==> src/rtl/angle_pkg.sv <==
package angle_pkg;

    typedef enum logic [1:0] {
        CH_IDLE  = 2'd0,
        CH_STAGE = 2'd1,
        CH_XFER  = 2'd2,
        CH_FLOW  = 2'd3
    } ch_mode_e;

    // An enable that is not firmly low behaves as if pulled high.
    function automatic logic pulled_high(input logic en);
        return (en !== 1'b0);
    endfunction

endpackage

==> src/rtl/angle_channel.sv <==
module angle_channel
    import angle_pkg::*;
#(
    parameter int WORD_W = 16,
    parameter int QUAD_W = 2
) (
    input  logic              clk,
    input  logic              rst_n,
    input  logic [WORD_W-1:0] bus,
    input  logic              hi_en,
    input  logic              lo_en,
    input  logic              load,
    output logic [WORD_W-1:0] held,
    output logic [QUAD_W-1:0] quad
);
    localparam int HALF_W = WORD_W / 2;

    logic [HALF_W-1:0] hi_q, lo_q, hi_d, lo_d;
    logic [WORD_W-1:0] held_q, held_d;
    logic              hi_on, lo_on, ld_on;
    ch_mode_e          mode;

    assign hi_on = pulled_high(hi_en);
    assign lo_on = pulled_high(lo_en);
    assign ld_on = pulled_high(load);

    // Mode decode
    always_comb begin
        unique case ({ld_on, (hi_on | lo_on)})
            2'b00:   mode = CH_IDLE;
            2'b01:   mode = CH_STAGE;
            2'b10:   mode = CH_XFER;
            default: mode = CH_FLOW;
        endcase
    end

    // Next-state values per mode
    always_comb begin
        hi_d   = hi_on ? bus[WORD_W-1:HALF_W] : hi_q;
        lo_d   = lo_on ? bus[HALF_W-1:0]      : lo_q;
        held_d = held_q;
        unique case (mode)
            CH_IDLE:  held_d = held_q;
            CH_STAGE: held_d = held_q;
            CH_XFER:  held_d = {hi_q, lo_q};
            CH_FLOW:  held_d = {hi_d, lo_d};
        endcase
    end

    // State registers
    always_ff @(posedge clk) begin
        if (!rst_n) begin
            hi_q   <= '0;
            lo_q   <= '0;
            held_q <= '0;
        end else begin
            hi_q   <= hi_d;
            lo_q   <= lo_d;
            held_q <= held_d;
        end
    end

    assign held = held_q;
    assign quad = held_q[WORD_W-1 -: QUAD_W];

endmodule

==> src/rtl/dual_angle_latch.sv <==
module dual_angle_latch #(
    parameter int WORD_W = 16,
    parameter int QUAD_W = 2
) (
    input  logic              clk,
    input  logic              rst_n,
    input  logic [WORD_W-1:0] data_in,
    input  logic              a_hi_en,
    input  logic              a_lo_en,
    input  logic              a_load,
    input  logic              b_hi_en,
    input  logic              b_lo_en,
    input  logic              b_load,
    output logic [WORD_W-1:0] a_angle,
    output logic [QUAD_W-1:0] a_quad,
    output logic [WORD_W-1:0] b_angle,
    output logic [QUAD_W-1:0] b_quad
);
    localparam int NUM_CH = 2;

    logic [NUM_CH-1:0] hi_v, lo_v, ld_v;
    logic [WORD_W-1:0] held_v [NUM_CH];
    logic [QUAD_W-1:0] quad_v [NUM_CH];

    assign hi_v = {b_hi_en, a_hi_en};
    assign lo_v = {b_lo_en, a_lo_en};
    assign ld_v = {b_load,  a_load};

    for (genvar ch = 0; ch < NUM_CH; ch++) begin : g_ch
        angle_channel #(
            .WORD_W(WORD_W),
            .QUAD_W(QUAD_W)
        ) u_chan (
            .clk  (clk),
            .rst_n(rst_n),
            .bus  (data_in),
            .hi_en(hi_v[ch]),
            .lo_en(lo_v[ch]),
            .load (ld_v[ch]),
            .held (held_v[ch]),
            .quad (quad_v[ch])
        );
    end

    assign a_angle = held_v[0];
    assign a_quad  = quad_v[0];
    assign b_angle = held_v[1];
    assign b_quad  = quad_v[1];

endmodule

==> config.mk <==
export PLATFORM = sky130hd
export DESIGN_NAME = dual_angle_latch
export DESIGN_NICKNAME = d
export VERILOG_FILES = /design/src/rtl/angle_pkg.sv /design/src/rtl/angle_channel.sv /design/src/rtl/dual_angle_latch.sv
export SDC_FILE = /design/constraint.sdc
export NUM_CORES = 1
export LEC_CHECK = 0
export CORE_MARGIN = 1
export CORE_UTILIZATION = 48
export CTS_CLUSTER_SIZE = 30
export DETAILED_ROUTE_END_ITERATION = 6
export PLACE_DENSITY = 0.79
export SETUP_SLACK_MARGIN = 0.3
export SYNTH_ARGS = -nofsm -noshare
export SYNTH_HDL_FRONTEND = slang
export SYNTH_SLANG_ARGS = --single-unit
==> constraint.sdc <==
create_clock -name clk -period 0.8 [get_ports clk]
set_input_delay 0.08 -clock clk [delete_from_list [all_inputs] [get_ports clk]]
set_output_delay 0.08 -clock clk [all_outputs]
set_load 0.01 [all_outputs]
### Word level (Yosys, flattened, before mapping)

Index checks and enable logic that the tools add are counted.

| storage, ports and cells | value |
|---|---|
| output and inout bits | 36 |
| input port bits | 24 |
| register bits after elaboration | 64 |

| operators by class | value |
|---|---|
| equal/unequal tests | 16 |
| muxes and demuxes | 8 |
| bitwise operators | 2 |
| reduce and logical (&&, ||, !) cells | 6 |

Operator list:

| kind | count |
|---|---|
| $pmux W16 S2 | 2 |
| $mux W8 | 4 |
| $eq A2 B2 Y1 const B | 6 |
| $pmux W2 S3 | 2 |
| $eq A2 B1 Y1 const B | 4 |
| $logic_not A2 Y1 | 4 |
| $nex A1 B1 Y1 const B | 6 |
| $reduce_or A2 Y1 | 2 |
| $or A1 B1 Y1 | 2 |

### Longest topological paths before layout

| logic depth | value |
|---|---|
| depth in word-level cells | 6 |
| mapped depth | 4 |

### By module

A second synthesis with hierarchy kept.

| unflattened totals | value |
|---|---|
| cells, all modules | 212 |
| area total of the unflattened synthesis | 2264.7 sq um |

Modules (own cells, without submodules):

| module | cells an instance | area an instance (sq um) | instances | seq. area each (sq um) |
|---|---|---|---|---|
| angle_channel | 106 | 1132.3 | 2 | 640.6 |

### Worst setup path after synthesis

No wires, ideal clock.

| path | value |
|---|---|
| path kind | flip-flop to flip-flop |
| from | reg, netlist name g_ch[1].u_chan.held[14] |
| to | reg g_ch[1].u_chan.held_q[14] |
| data arrival time | 0.522 ns |
| stages on the path, launching flop included | 3 |
| period minus slack after synthesis | 0.643 ns |
| path slack | 0.157 ns |
| setup time | 0.121 ns |
| data required time | 0.679 ns |
| buffers on the path | 0 |
| cell sequence | dfxtp_1 -> o21ai_0 -> a21oi_1 |

RTL lines:

| what | RTL line | text |
|---|---|---|
| end signal, assigned | angle_channel.sv:59 | `held_q <= held_d;` |
| end, declared | angle_channel.sv:19 | `logic [WORD_W-1:0] held_q, held_d;` |

### Final worst setup path

| path | value |
|---|---|
| from | reg g_ch[0].u_chan.held_q[14] |
| to | out a_angle[14] |

RTL lines:

| what | RTL line | text |
|---|---|---|
| start, declared | angle_channel.sv:19 |  |
| start signal, assigned | angle_channel.sv:59 |  |
| end, declared | dual_angle_latch.sv:14 | `output logic [WORD_W-1:0] a_angle,` |

No word-level cell between the ends.

==> out/summary.txt <==
Final net count = 304
Outcome = finished, violations left
Die Area = 5120 µm²
Slew @ Worst Pin = 0.252 ns
Fmax = 1130 MHz
Synth Register Bits = 64
Final instance area = 3580 µm²
Crit Path Class = reg2out
Num CTS Buffers = 9
DRT iter0 DRCs = 68
Clk_lat worst skew = 0.34 ns
Placed Cells = 314
Grt ovf = 0
Hold Vio Cnt, Final = 0
Leak = 0.00144 µW
DIE HEIGHT = 71.6 µm
Setup WS post-layout = -0.0832 ns
Largest family of logic cells by synthesized area = compound AO/OA/AOI/OAI gates
R2R setup slack = -0.05 ns
Synth cell types = 9
Slew margin rel. = 82.7%
MaxCap Viol Count = 0
Critical path's slowest cell = dfxtp_4
Fin crit period = 0.883 ns
CP Max Fanout = 3
RD Place Congestion = 0.735
Hpwl dp = 3100 µm
Layout cells sized above 1 = 54.4%
Multiplexer share of the synthesized area = 13.8%
Period Utilization, post-route = 110%
Adder-cell share of the synthesized area = 0%
Pint = 5760 µW
Synth Area in Simple Gates = 8.62%
Most common cell after layout, fill and taps aside = dfxtp_2
Synth Area in Compound Gates = 13.8%
Final Max Slew Viols = 0
Nature of the critical path endpoint = output port
Clk slew on worst S/H paths = 0.06 ns
Drt first pass iters = 5
N_diodes = 0
# hold bufs at CTS = 0
Top delay family on crit path = flip-flops
Syn Area/Cell = 10.9 µm²
Critical Path AT = 0.80 ns
Post-Route Skew = 0.00439 ns
Pwr dens = 2120 nW/µm²
Sequential power share = 47.1%
Routed length per instance = 17.6 µm
RSZ-0062 raised after global routing = yes
Number of global-route vias before repair = 1799
Switching power = 1830 µW
Post-synthesis xor/xnor area fraction = 0%
Register area share after synthesis = 55.1%
Most frequent cells in the layout = dfxtp_2 (55), buf_6 (42), nor2b_1 (32)
Final setup viols = 38
Final WL = 5930 µm
CP Data Required Time = 0.72 ns
Violated checks = negative setup slack
Port Buf Inserts = 59
Gr usage total = 23.4%
Initial core utilization = 51.6%
Combined buffer and inverter count along the critical path = 1
Via count = 1831
Post-DP Area = 2940 µm²
Ys Warns = 0
DRC errors left = 0
Logic pwr share = 16.5%
TritonCTS clock tree = built
First-pass GRT wire length = 8870 µm
Largest net degree at the start of global routing = 24
Gate Count Post-Synth = 213
H-tree lvl count = 3
Via/cell ratio = 5.43
Critical path's largest stage delay = 0.36 ns
Clock sink count = 64
Core area = 4500 µm²
Layout Cells excl Fill = 337
Std-Cell Rows = 24
CP Launch Type = flop
VDD IR-drop max = 0.00147 V
Area growth syn-to-layout = 54.1%
Critical-path cell list = buf_6
Hold/Removal Path Class = in2reg
Initial antenna violation count = 0
I/O pin count = 60
Syn nets = 237
Sw frac = 24.1%
Routed Antenna Nets = 0
Root Driver = clkbuf_8
Fillers = 262
Max Root-Sink Buffers = 2
Cell Area, Synth = 2320 µm²
Clock network power share = 36.5%
DIE WIDTH = 71.6 µm
-- power by group through the flow --
| stage | sequential, µW | clock, µW | combinational [µW] |
|---|---|---|---|
| 2_1_floorplan | 3590 | 0 | 469 |
| 4_1_cts | 3540 | 2790 | 1100 |
| 3_3_place_gp | 3550 | 0 | 955 |
| 5_1_grt | 3590 | 2950 | 1320 |
| 6_report | 3570 | 2770 | 1250 |
| 3_5_place_dp | 3550 | 0 | 973 |
-- synthesized netlist by cell type (all sizes together) --
cell type,number,area [µm²]
dfxtp,64,1280
buf,21,201
mux2i,32,320
a21oi,32,160
nor2b,32,200
o21ai,32,160
-- worst paths after layout --
kind                           startpoint                       to  cells after the start
setup / recovery  g_ch[0].u_chan.held[14]              a_angle[14]                      1
hold / removal                    b_hi_en   g_ch[1].u_chan.hi_q[6]                      4
setup reg to reg  g_ch[1].u_chan.held[14]  g_ch[1].u_chan.held[14]                      4
hold reg to reg    g_ch[0].u_chan.lo_q[2]   g_ch[0].u_chan.lo_q[2]                      2
-- timing repair --
| item | CTS | global route |
|---|---|---|
| endpoints found under the setup margin | 100 | 100 |
| buffers inserted | 2 | 2 |
| gates resized for setup | 236 | 53 |
| endpoints found under the hold margin | 0 | 0 |
| pin swaps | 14 | 20 |
| cloned | 3 | 0 |
-- worst min-delay path, delay by kind of cell --
family                 cells  cell delay [ns]
buffers and inverters      2             0.39
AND/OR/NAND/NOR            1             0.10
multiplexers               1             0.08
-- registers in the layout (all words and copies together), names as in the netlist --
| register | flops |
|---|---|
| g_ch.u_chan.hi_q | 16 |
| g_ch.u_chan.lo_q | 16 |
| g_ch.u_chan.held | 32 |
-- logic make-up after synthesis --
family | count (synthesis)
and+or+nand+nor | 32
AOI/OAI and AO/OA | 64
muxes | 32
DFF | 64
buffers and inverters | 21
-- routing by layer --
| layer | vias to the layer above | global-route usage [%] | wire (µm) |
|---|---|---|---|
| li1 | 861 | - | - |
| met1 | 893 | 30.9 | 2580 |
| met2 | 69 | 36.4 | 2950 |
| met3 | 8 | 7.17 | 295 |
| met4 | 0 | 8.50 | 111 |
| met5 | - | 0 | 0 |
-- cell type report --
| class | instances | area, µm² | area share, % |
|---|---|---|---|
| well taps | 52 | 65.1 | 1.82 |
| repair buffers | 77 | 935 | 26.1 |
| multi-input cells | 128 | 1030 | 28.7 |
| clock inverters | 3 | 40.0 | 1.12 |
| flip-flops and latches | 64 | 1350 | 37.8 |
| clock buffers | 13 | 159 | 4.44 |
-- per-stage QoR --
stage / setup TNS, ns / hold WS [ns] / total power (µW) / util [%] / setup WS (ns)
floorplan: 0 / 0.243 / 4060 / - / 0.188
global placement: -27.31 / 0.495 / 4500 / 65.2 / -0.421
detailed placement: -28.77 / 0.503 / 4530 / 65.2 / -0.444
CTS: -2.38 / 0.329 / 7420 / 74.8 / -0.0918
global route: -3.27 / 0.358 / 7860 / 79.5 / -0.117
finish: -2.22 / 0.351 / 7590 / 79.5 / -0.0832
Power figures use the tool's default switching activity.
